<file path="src/rtl/dct_pkg.sv">
package dct_pkg;

  localparam int SEL_W = 2;
  localparam int PRE_W = 4;

  localparam logic [SEL_W-1:0] EDGE_FALL = 2'b00;
  localparam logic [SEL_W-1:0] EDGE_RISE = 2'b01;
  localparam logic [SEL_W-1:0] EDGE_NONE = 2'b10;
  localparam logic [SEL_W-1:0] EDGE_BOTH = 2'b11;

  // Valid edge decode for a selected edge code
  function automatic logic edge_hit(input logic [SEL_W-1:0] sel,
                                    input logic rise, input logic fall);
    case (sel)
      EDGE_FALL: return fall;
      EDGE_RISE: return rise;
      EDGE_BOTH: return rise | fall;
      default:   return 1'b0;
    endcase
  endfunction

  // Opposite-edge decode; no opposite edge exists for both or none
  function automatic logic inv_hit(input logic [SEL_W-1:0] sel,
                                   input logic rise, input logic fall);
    case (sel)
      EDGE_FALL: return rise;
      EDGE_RISE: return fall;
      default:   return 1'b0;
    endcase
  endfunction

  // Prescaler tick: divisor 4**sel for sel 0..2, stopped for sel 3
  function automatic logic pre_tick(input logic [SEL_W-1:0] sel,
                                    input logic [PRE_W-1:0] pre);
    case (sel)
      2'd0:    return 1'b1;
      2'd1:    return &pre[1:0];
      2'd2:    return &pre[3:0];
      default: return 1'b0;
    endcase
  endfunction

endpackage

</file>
<file path="src/rtl/dct_sync_edge.sv">
module dct_sync_edge #(
  parameter int STAGES = 2
) (
  input  logic clk,
  input  logic rst_n,
  input  logic pin,
  output logic rise,
  output logic fall
);
  logic [STAGES-1:0] chain;
  logic              last;

  always_ff @(posedge clk or negedge rst_n) begin
    if (!rst_n) begin
      chain <= '0;
      last  <= 1'b0;
    end else begin
      chain <= {chain[STAGES-2:0], pin};
      last  <= chain[STAGES-1];
    end
  end

  assign rise = chain[STAGES-1] & ~last;
  assign fall = ~chain[STAGES-1] & last;
endmodule

</file>
<file path="src/rtl/dct_timebase.sv">
module dct_timebase
  import dct_pkg::*;
#(
  parameter int CNT_W = 16
) (
  input  logic             clk,
  input  logic             rst_n,
  input  logic             en,
  input  logic [SEL_W-1:0] clk_sel,
  input  logic             ovf_clr,
  output logic [CNT_W-1:0] cnt,
  output logic             ovf_flag
);
  logic [PRE_W-1:0] pre;
  logic             tick;
  logic             wrap;

  assign tick = en & pre_tick(clk_sel, pre);
  assign wrap = tick & (&cnt);

  always_ff @(posedge clk or negedge rst_n) begin
    if (!rst_n) begin
      pre <= '0;
      cnt <= '0;
    end else if (!en) begin
      pre <= '0;
      cnt <= '0;
    end else begin
      pre <= pre + 1'b1;
      if (tick) cnt <= cnt + 1'b1;
    end
  end

  always_ff @(posedge clk or negedge rst_n) begin
    if (!rst_n)       ovf_flag <= 1'b0;
    else if (wrap)    ovf_flag <= 1'b1;
    else if (ovf_clr) ovf_flag <= 1'b0;
  end
endmodule

</file>
<file path="src/rtl/dct_capture_unit.sv">
module dct_capture_unit #(
  parameter int W = 16
) (
  input  logic         clk,
  input  logic         rst_n,
  input  logic         load,
  input  logic         event_in,
  input  logic [W-1:0] din,
  output logic [W-1:0] q,
  output logic         irq
);
  always_ff @(posedge clk or negedge rst_n) begin
    if (!rst_n) begin
      q   <= '0;
      irq <= 1'b0;
    end else begin
      if (load) q <= din;
      irq <= event_in;
    end
  end
endmodule

</file>
<file path="src/rtl/dual_capture_timer.sv">
module dual_capture_timer
  import dct_pkg::*;
#(
  parameter int CNT_W       = 16,
  parameter int SYNC_STAGES = 2
) (
  input  logic             clk,
  input  logic             rst_n,
  input  logic             cnt_en,
  input  logic [1:0]       clk_sel,
  input  logic [1:0]       meas_edge_sel,
  input  logic [1:0]       aux_edge_sel,
  input  logic             inv_cap_mode,
  input  logic             meas_in,
  input  logic             aux_in,
  input  logic             ovf_clr,
  output logic [CNT_W-1:0] cap_a,
  output logic [CNT_W-1:0] cap_b,
  output logic             irq_a,
  output logic             irq_b,
  output logic             ovf_flag
);
  localparam int NPINS = 2;
  localparam int P_MEAS = 0;
  localparam int P_AUX  = 1;

  logic [NPINS-1:0] pin_vec, rise_v, fall_v;
  logic [CNT_W-1:0] cnt_val;

  // named events, visible to the checker
  logic meas_valid_ev, meas_inv_ev, aux_valid_ev;
  logic load_a, load_b, event_a;

  assign pin_vec = {aux_in, meas_in};

  for (genvar g = 0; g < NPINS; g++) begin : g_pin
    dct_sync_edge #(.STAGES(SYNC_STAGES)) u_sync (
      .clk  (clk),
      .rst_n(rst_n),
      .pin  (pin_vec[g]),
      .rise (rise_v[g]),
      .fall (fall_v[g])
    );
  end

  dct_timebase #(.CNT_W(CNT_W)) u_timebase (
    .clk     (clk),
    .rst_n   (rst_n),
    .en      (cnt_en),
    .clk_sel (clk_sel),
    .ovf_clr (ovf_clr),
    .cnt     (cnt_val),
    .ovf_flag(ovf_flag)
  );

  assign meas_valid_ev = edge_hit(meas_edge_sel, rise_v[P_MEAS], fall_v[P_MEAS]);
  assign meas_inv_ev   = inv_hit(meas_edge_sel, rise_v[P_MEAS], fall_v[P_MEAS]);
  assign aux_valid_ev  = edge_hit(aux_edge_sel, rise_v[P_AUX], fall_v[P_AUX]);

  assign load_b  = meas_valid_ev;
  assign load_a  = inv_cap_mode ? meas_inv_ev
                                : (aux_valid_ev && (meas_edge_sel != EDGE_BOTH));
  assign event_a = inv_cap_mode ? (meas_inv_ev | aux_valid_ev) : aux_valid_ev;

  dct_capture_unit #(.W(CNT_W)) u_cap_a (
    .clk     (clk),
    .rst_n   (rst_n),
    .load    (load_a),
    .event_in(event_a),
    .din     (cnt_val),
    .q       (cap_a),
    .irq     (irq_a)
  );

  dct_capture_unit #(.W(CNT_W)) u_cap_b (
    .clk     (clk),
    .rst_n   (rst_n),
    .load    (load_b),
    .event_in(load_b),
    .din     (cnt_val),
    .q       (cap_b),
    .irq     (irq_b)
  );
endmodule

</file>
<file path="config.mk">
export PLATFORM = sky130hd
export DESIGN_NAME = dual_capture_timer
export DESIGN_NICKNAME = d
export VERILOG_FILES = /design/src/rtl/dct_pkg.sv /design/src/rtl/dct_sync_edge.sv /design/src/rtl/dct_timebase.sv /design/src/rtl/dct_capture_unit.sv /design/src/rtl/dual_capture_timer.sv
export SDC_FILE = /design/constraint.sdc
export NUM_CORES = 1
export LEC_CHECK = 0
export BUFFER_PORTS_ARGS = -buffer_cell sky130_fd_sc_hd__buf_2
export CAP_MARGIN = 20
export CORE_MARGIN = 5
export CORE_UTILIZATION = 59
export DETAILED_ROUTE_END_ITERATION = 7
export PLACE_DENSITY = 0.88
export RECOVER_POWER = 100
export SYNTH_ARGS = -nofsm -noshare
export SYNTH_HDL_FRONTEND = slang
export SYNTH_SLANG_ARGS = --single-unit
</file>
<file path="constraint.sdc">
create_clock -name clk -period 3.5 [get_ports clk]
set_input_delay 0.7 -clock clk [delete_from_list [all_inputs] [get_ports clk]]
set_output_delay 0.7 -clock clk [all_outputs]
set_load 0.005 [all_outputs]
</file>
---- Word-level counts from Yosys, hierarchy flattened ----
Cells that the tools add are included.
cells by class
  add/subtract/negate cells ............... 2
  equality and inequality tests ........... 8
  multiplexer cells ....................... 11
  bitwise logic cells ..................... 13
  reduce and logical (&&, ||, !) cells .... 8
operators with widths
  kind                                                   count
  2-to-1 mux 16 bit                                      2
  adder 16 x 1 -> 16 bit, second input constant          1
  AND reduction 16 bit                                   1
  case mux 1 bit (3 select lines)                        3
  bitwise AND 1 bit                                      6
  == test 2 x 1 -> 1 bit, second input constant          3
  == test 2 bit, second input constant                   3
  logical NOT 2 bit                                      3
  adder 4 x 1 -> 4 bit, second input constant            1
  2-to-1 mux 1 bit                                       4
  2-to-1 mux 4 bit                                       1
  NOT 1 bit                                              4
  AND reduction 4 bit                                    1
  OR 1 bit                                               3
  inequality test 2 x 1 -> 1 bit, second input constant  1
  inequality test 2 bit, second input constant           1
  case mux 1 bit (2 select lines)                        1
  AND reduction 2 bit                                    1
  nonzero test 2 bit                                     1
  logical AND 1 bit                                      1
word-level totals
  register bits ........................... 61
  word-level logic and storage cells ...... 53

---- Longest topological paths before layout ----
  depth in word-level cells ............... 6
  mapped depth ............................ 7
  depth with buffers taken out ............ 6

---- Modules after synthesis ----
Synthesis repeated with hierarchy kept, for this count alone.
second synthesis, totals
  cells, all modules ...................... 197
  area, all modules ....................... 2662.6 sq um
by module, submodules not included
  module              times used  cells each  area an instance (sq um)  seq. area each (sq um)
  dct_capture_unit    2           35          674.4                     425.4
  dct_timebase        1           107         1062.3                    525.5
  dct_sync_edge       2           5           90.1                      75.1
  dual_capture_timer  1           10          71.3                      0.0

---- Worst setup path after synthesis ----
Ideal clock, no wire load.
  path kind ............................... input port to flip-flop
  start point ............................. input port aux_edge_sel[0]
  end point ............................... register u_cap_a.q[10]
  library setup time ...................... 0.128 ns
  arrival time ............................ 1.995 ns
  required time ........................... 3.372 ns
  path slack .............................. 1.377 ns
  stages .................................. 5
  path buffers ............................ 1
  cells stage by stage .................... nor4bb_1 > a211oi_1 > o22ai_2 > buf_2 > mux2_1
between the ends
  word-level cells in the longest chain between the ends .. 4
  elaborated cells between the ends (all ways) .. 6
  classes of those cells .................. eq/ne: 2; mux: 2; reduce/logical: 2
ends and longest elaborated chain
  what                                   RTL line                  text
  from (decl)                            dual_capture_timer.sv:12  input logic [1:0] aux_edge_sel,
  == test 2 bit (tied with other cells)  dct_pkg.sv:14             case (sel)
  case mux 1 bit (3 select lines) (*)    dct_pkg.sv:14
  logical AND 1 bit (*)                  dual_capture_timer.sv:62  : (aux_valid_ev && (meas_edge_sel != EDGE_BOTH));
  2-to-1 mux 1 bit (*)                   dual_capture_timer.sv:61  assign load_a = inv_cap_mode ? meas_inv_ev
  to (signal assigned)                   dct_capture_unit.sv:17    if (load) q <= din;
  to (decl)                              dct_capture_unit.sv:9     output logic [W-1:0] q,
Every way passes the cells marked *; elsewhere a longest branch is shown, timed or not.
A chain may end at the register's enable or synchronous reset.

---- Final worst setup path ----
  start point ............................. register g_pin[0].u_sync.chain[1]
  end point ............................... register u_cap_b.q[11]
between the ends
  word-level cells in the longest chain between the ends .. 4
  elaborated cells between the ends (all ways) .. 5
  classes of those cells .................. mux: 1; bitwise: 4
ends and longest elaborated chain
  what                                 RTL line                text
  from (decl)                          dct_sync_edge.sv:10     logic [STAGES-1:0] chain;
  from (signal assigned)               dct_sync_edge.sv:18     chain <= {chain[STAGES-2:0], pin};
  NOT 1 bit                            dct_sync_edge.sv:24     assign fall = ~chain[STAGES-1] & last;
  bitwise AND 1 bit                    dct_sync_edge.sv:24
  OR 1 bit                             dct_pkg.sv:17           EDGE_BOTH: return rise | fall;
  case mux 1 bit (3 select lines) (*)  dct_pkg.sv:14
  to (signal assigned)                 dct_capture_unit.sv:17
  to (decl)                            dct_capture_unit.sv:9
Marked as above.

==> reports/results.txt <==
Routability cong. - 0.751
Syn-to-layout area delta - 15.6%
Most common cell after layout, fill and taps aside - dfrtp_1
Worst hold start - g_pin[0].u_sync.chain[0]
Failing checks - capacitance limit, slew limit
Hold buffers post-CTS - 0
Core area - 4320 um2
I/O pin count - 48
Drt wl/cell - 16.3 um
Placed Cells - 301
Port bufs - 47
Final Skew - 0.00741 ns
Post-synthesis sequential area ratio - 58.1%
WP data arrival - 2.80 ns
DR vias/cell - 5.83
Syn_nets - 228
Syn Area/Cell - 12.6 um2
Synth Register Bits - 61
Startpoint types - register
Unique masters post-synth - 35
Post-CTS Setup Bufs - 0
R2R cell count - 5
Fin cells - 317
Final core occ - 70.2%
Die width - 76.7 um
Routed Antenna Nets - 0
Antenna violations before repair - 0
First-pass GRT wire length - 8940 um
CP Capture Type - register
Die H - 76.7 um
Placement Cell Area - 2900 um2
Sinks on Clock Net - 61
Initial DRC Count - 139
Worst slack, placed - 0.848 ns
Seq pwr share - 53.5%
Slew HR - -26.1%
Reg2reg setup slack - 0.91 ns
DRC Markers - 0
Number of buffers and inverters on the critical path - 1
Crit path largest cell delay - 1.28 ns
CTS tree - done
RSZ-0062 raised after global routing - no
Initial core utilization - 60.7%
Via count - 1849
Combinational share of power - 6.9%
Leakage Power - 1.47 nW
Final count of negative-setup-slack endpoints - 0
Slowest cell on crit path - o22ai_1
Hold Path Sink - g_pin[0].u_sync.chain[1]
WHS Path Cells - 0
Drt total wl - 5180 um
Site Rows - 24
Setup slack after layout - 0.905 ns
Power Density - 452 nW/um2
Outcome - finished, violations left
Setup CP Type - register to register
CTS buffer count - 9
Global route total overflow - 0
Fin. Hold Viols - 0
Worst Max-Slew Pin Slew - 1.89 ns
Sw Ratio - 23.0%
Worst hold path type - register to register
CTS max path bufs - 2
Worst reg2reg path startpoint - g_pin[0].u_sync.chain[1]
Max Clk Rate - 385 MHz
Final Power - 1.37 mW
Cts repair resizes - 0
Dpl hpwl - 3540 um
Critical path cell sequence - inv_1 -> ha_1 -> mux2i_1 -> o22ai_1 -> mux2_2
DIE AREA - 5890 um2
Gate Count Post-Synth - 209
Internal power - 1.06 mW
Later-pin clock latency in the skew report - 0.33 ns
Clk root buf - clkbuf_8
GR Util All Layers - 19.1%
Crit share post-route - 74.1%
Crit path time final - 2.59 ns
WP data required - 3.71 ns
Iteration count of the initial detailed-routing pass - 4
Vias in the first global route - 1881
Worst r2r dst - u_cap_b.q[11]
Largest net degree at the start of global routing - 38
Ant. Diodes - 0
Crit-path max FO - 17
Nets - 279
H-tree Lvls - 3
Max_cap viols - 2
Share of power burned in the clock network - 39.6%
Design area - 3040 um2
Max IR drop VDD - 0.000294 V
Crit-path leading delay family - compound AO/OA/AOI/OAI gates
Pins over their slew limit - 56
Switching power - 0.315 mW
Most frequent cells in the layout - dfrtp_1, clkbuf_1, buf_2
CTS clk-pin slew, worst paths - 0.06 ns
Layout cells sized above 1 - 23.8%
Final hold slack - 0.342 ns
Synthesized area - 2630 um2
Total of warnings raised by yosys - 0
Setup TNS - 0 ns
==> worst register-to-register path, delay by kind of cell (launching register included) <==
| family | cells | cell delay, ns |
|---|---|---|
| AO/OA/AOI/OAI | 1 | 1.28 |
| adder cells (fa/ha/maj) | 1 | 0.19 |
| buffers and inverters | 1 | 0.07 |
| flip-flops | 1 | 0.40 |
| multiplexers | 2 | 0.53 |
==> worst max-delay path by stage <==
stage / start / to / slack [ns] / cells past startpoint
final: g_pin[0].u_sync.chain[1] / u_cap_b.q[11] / 0.91 / 5
after floorplan: aux_edge_sel[0] / u_cap_a.q[10] / 1.38 / 5
after global routing: rst_n / u_cap_b.q[14] / 0.66 / 2
after global placement: inv_cap_mode / u_cap_a.q[0] / 0.96 / 5
after CTS: g_pin[1].u_sync.chain[1] / u_cap_a.q[1] / 0.95 / 5
after detailed placement: inv_cap_mode / u_cap_a.q[3] / 0.85 / 5
==> cell usage after synthesis (all sizes together) <==
cell / instances / area share (%)
xnor2: 1 / 0.33
inv: 9 / 1.3
and3b: 1 / 0.33
o22ai: 2 / 0.95
a21oi: 14 / 2.7
dfrtp: 61 / 58
or2: 1 / 0.24
clkinv: 1 / 0.14
or3: 5 / 1.2
xor2: 2 / 0.67
nand2b: 1 / 0.24
nor2: 6 / 0.86
clkbuf: 6 / 0.86
nor2b: 1 / 0.24
mux2i: 3 / 1.1
and4: 1 / 0.33
mux2: 33 / 14
nand4b: 1 / 0.33
and2: 1 / 0.24
nor4bb: 1 / 0.38
buf: 3 / 0.57
nand2: 6 / 0.86
nand3: 6 / 1.1
or4: 11 / 3.1
nand4: 4 / 1.2
o21a: 1 / 0.29
o31ai: 10 / 2.9
and3: 1 / 0.24
ha: 6 / 2.9
a211oi: 2 / 0.57
o21ai: 8 / 1.5
==> cell type report <==
class / count / area, um2
Inverter: 10 / 37.5
Multi-Input combinational cell: 129 / 1020
Clock inverter: 1 / 5.00
Sequential cell: 61 / 1530
Clock buffer: 15 / 166
Timing Repair Buffer: 49 / 216
Fill cell: 338 / 1290
Tap cell: 52 / 65.1
==> flip-flops by register name, summed over array words and instances, names as in the netlist <==
register             count
u_timebase.cnt          16
u_cap_b.q               16
u_cap_a.q               16
u_cap_b.irq              1
u_cap_a.irq              1
u_timebase.ovf_flag      1
g_pin.u_sync.last        2
g_pin.u_sync.chain       4
u_timebase.pre           4
==> logic make-up after synthesis <==
group                      share of synthesized area [%]
DFF                                                 58.1
AOI/OAI and AO/OA                                   8.86
xor gates and xnor gates                            1.00
and+or+nand+nor                                     11.0
muxes                                               15.3
buffers and inverters                               2.86
adders and majority gates                           2.86
==> metal layers <==
| layer | up-vias | global-route usage (%) | share of wire [%] |
|---|---|---|---|
| li1 | 870 | - | - |
| met4 | 0 | 9.44 | 2.4 |
| met3 | 12 | 4.80 | 5.3 |
| met2 | 63 | 28.8 | 50 |
| met5 | - | 0 | 0 |
| met1 | 904 | 25.6 | 42 |
==> power by group through the flow <==
stage	clock network, mW	registers, mW	logic [mW]
after detailed placement	0	0.746	0.100
final	0.544	0.733	0.0946
after global routing	0.587	0.735	0.109
after CTS	0.552	0.733	0.101
after global placement	0	0.745	0.0968
after floorplan	0	0.745	0.0538
No activity file was read; power rests on OpenSTA's default activity.
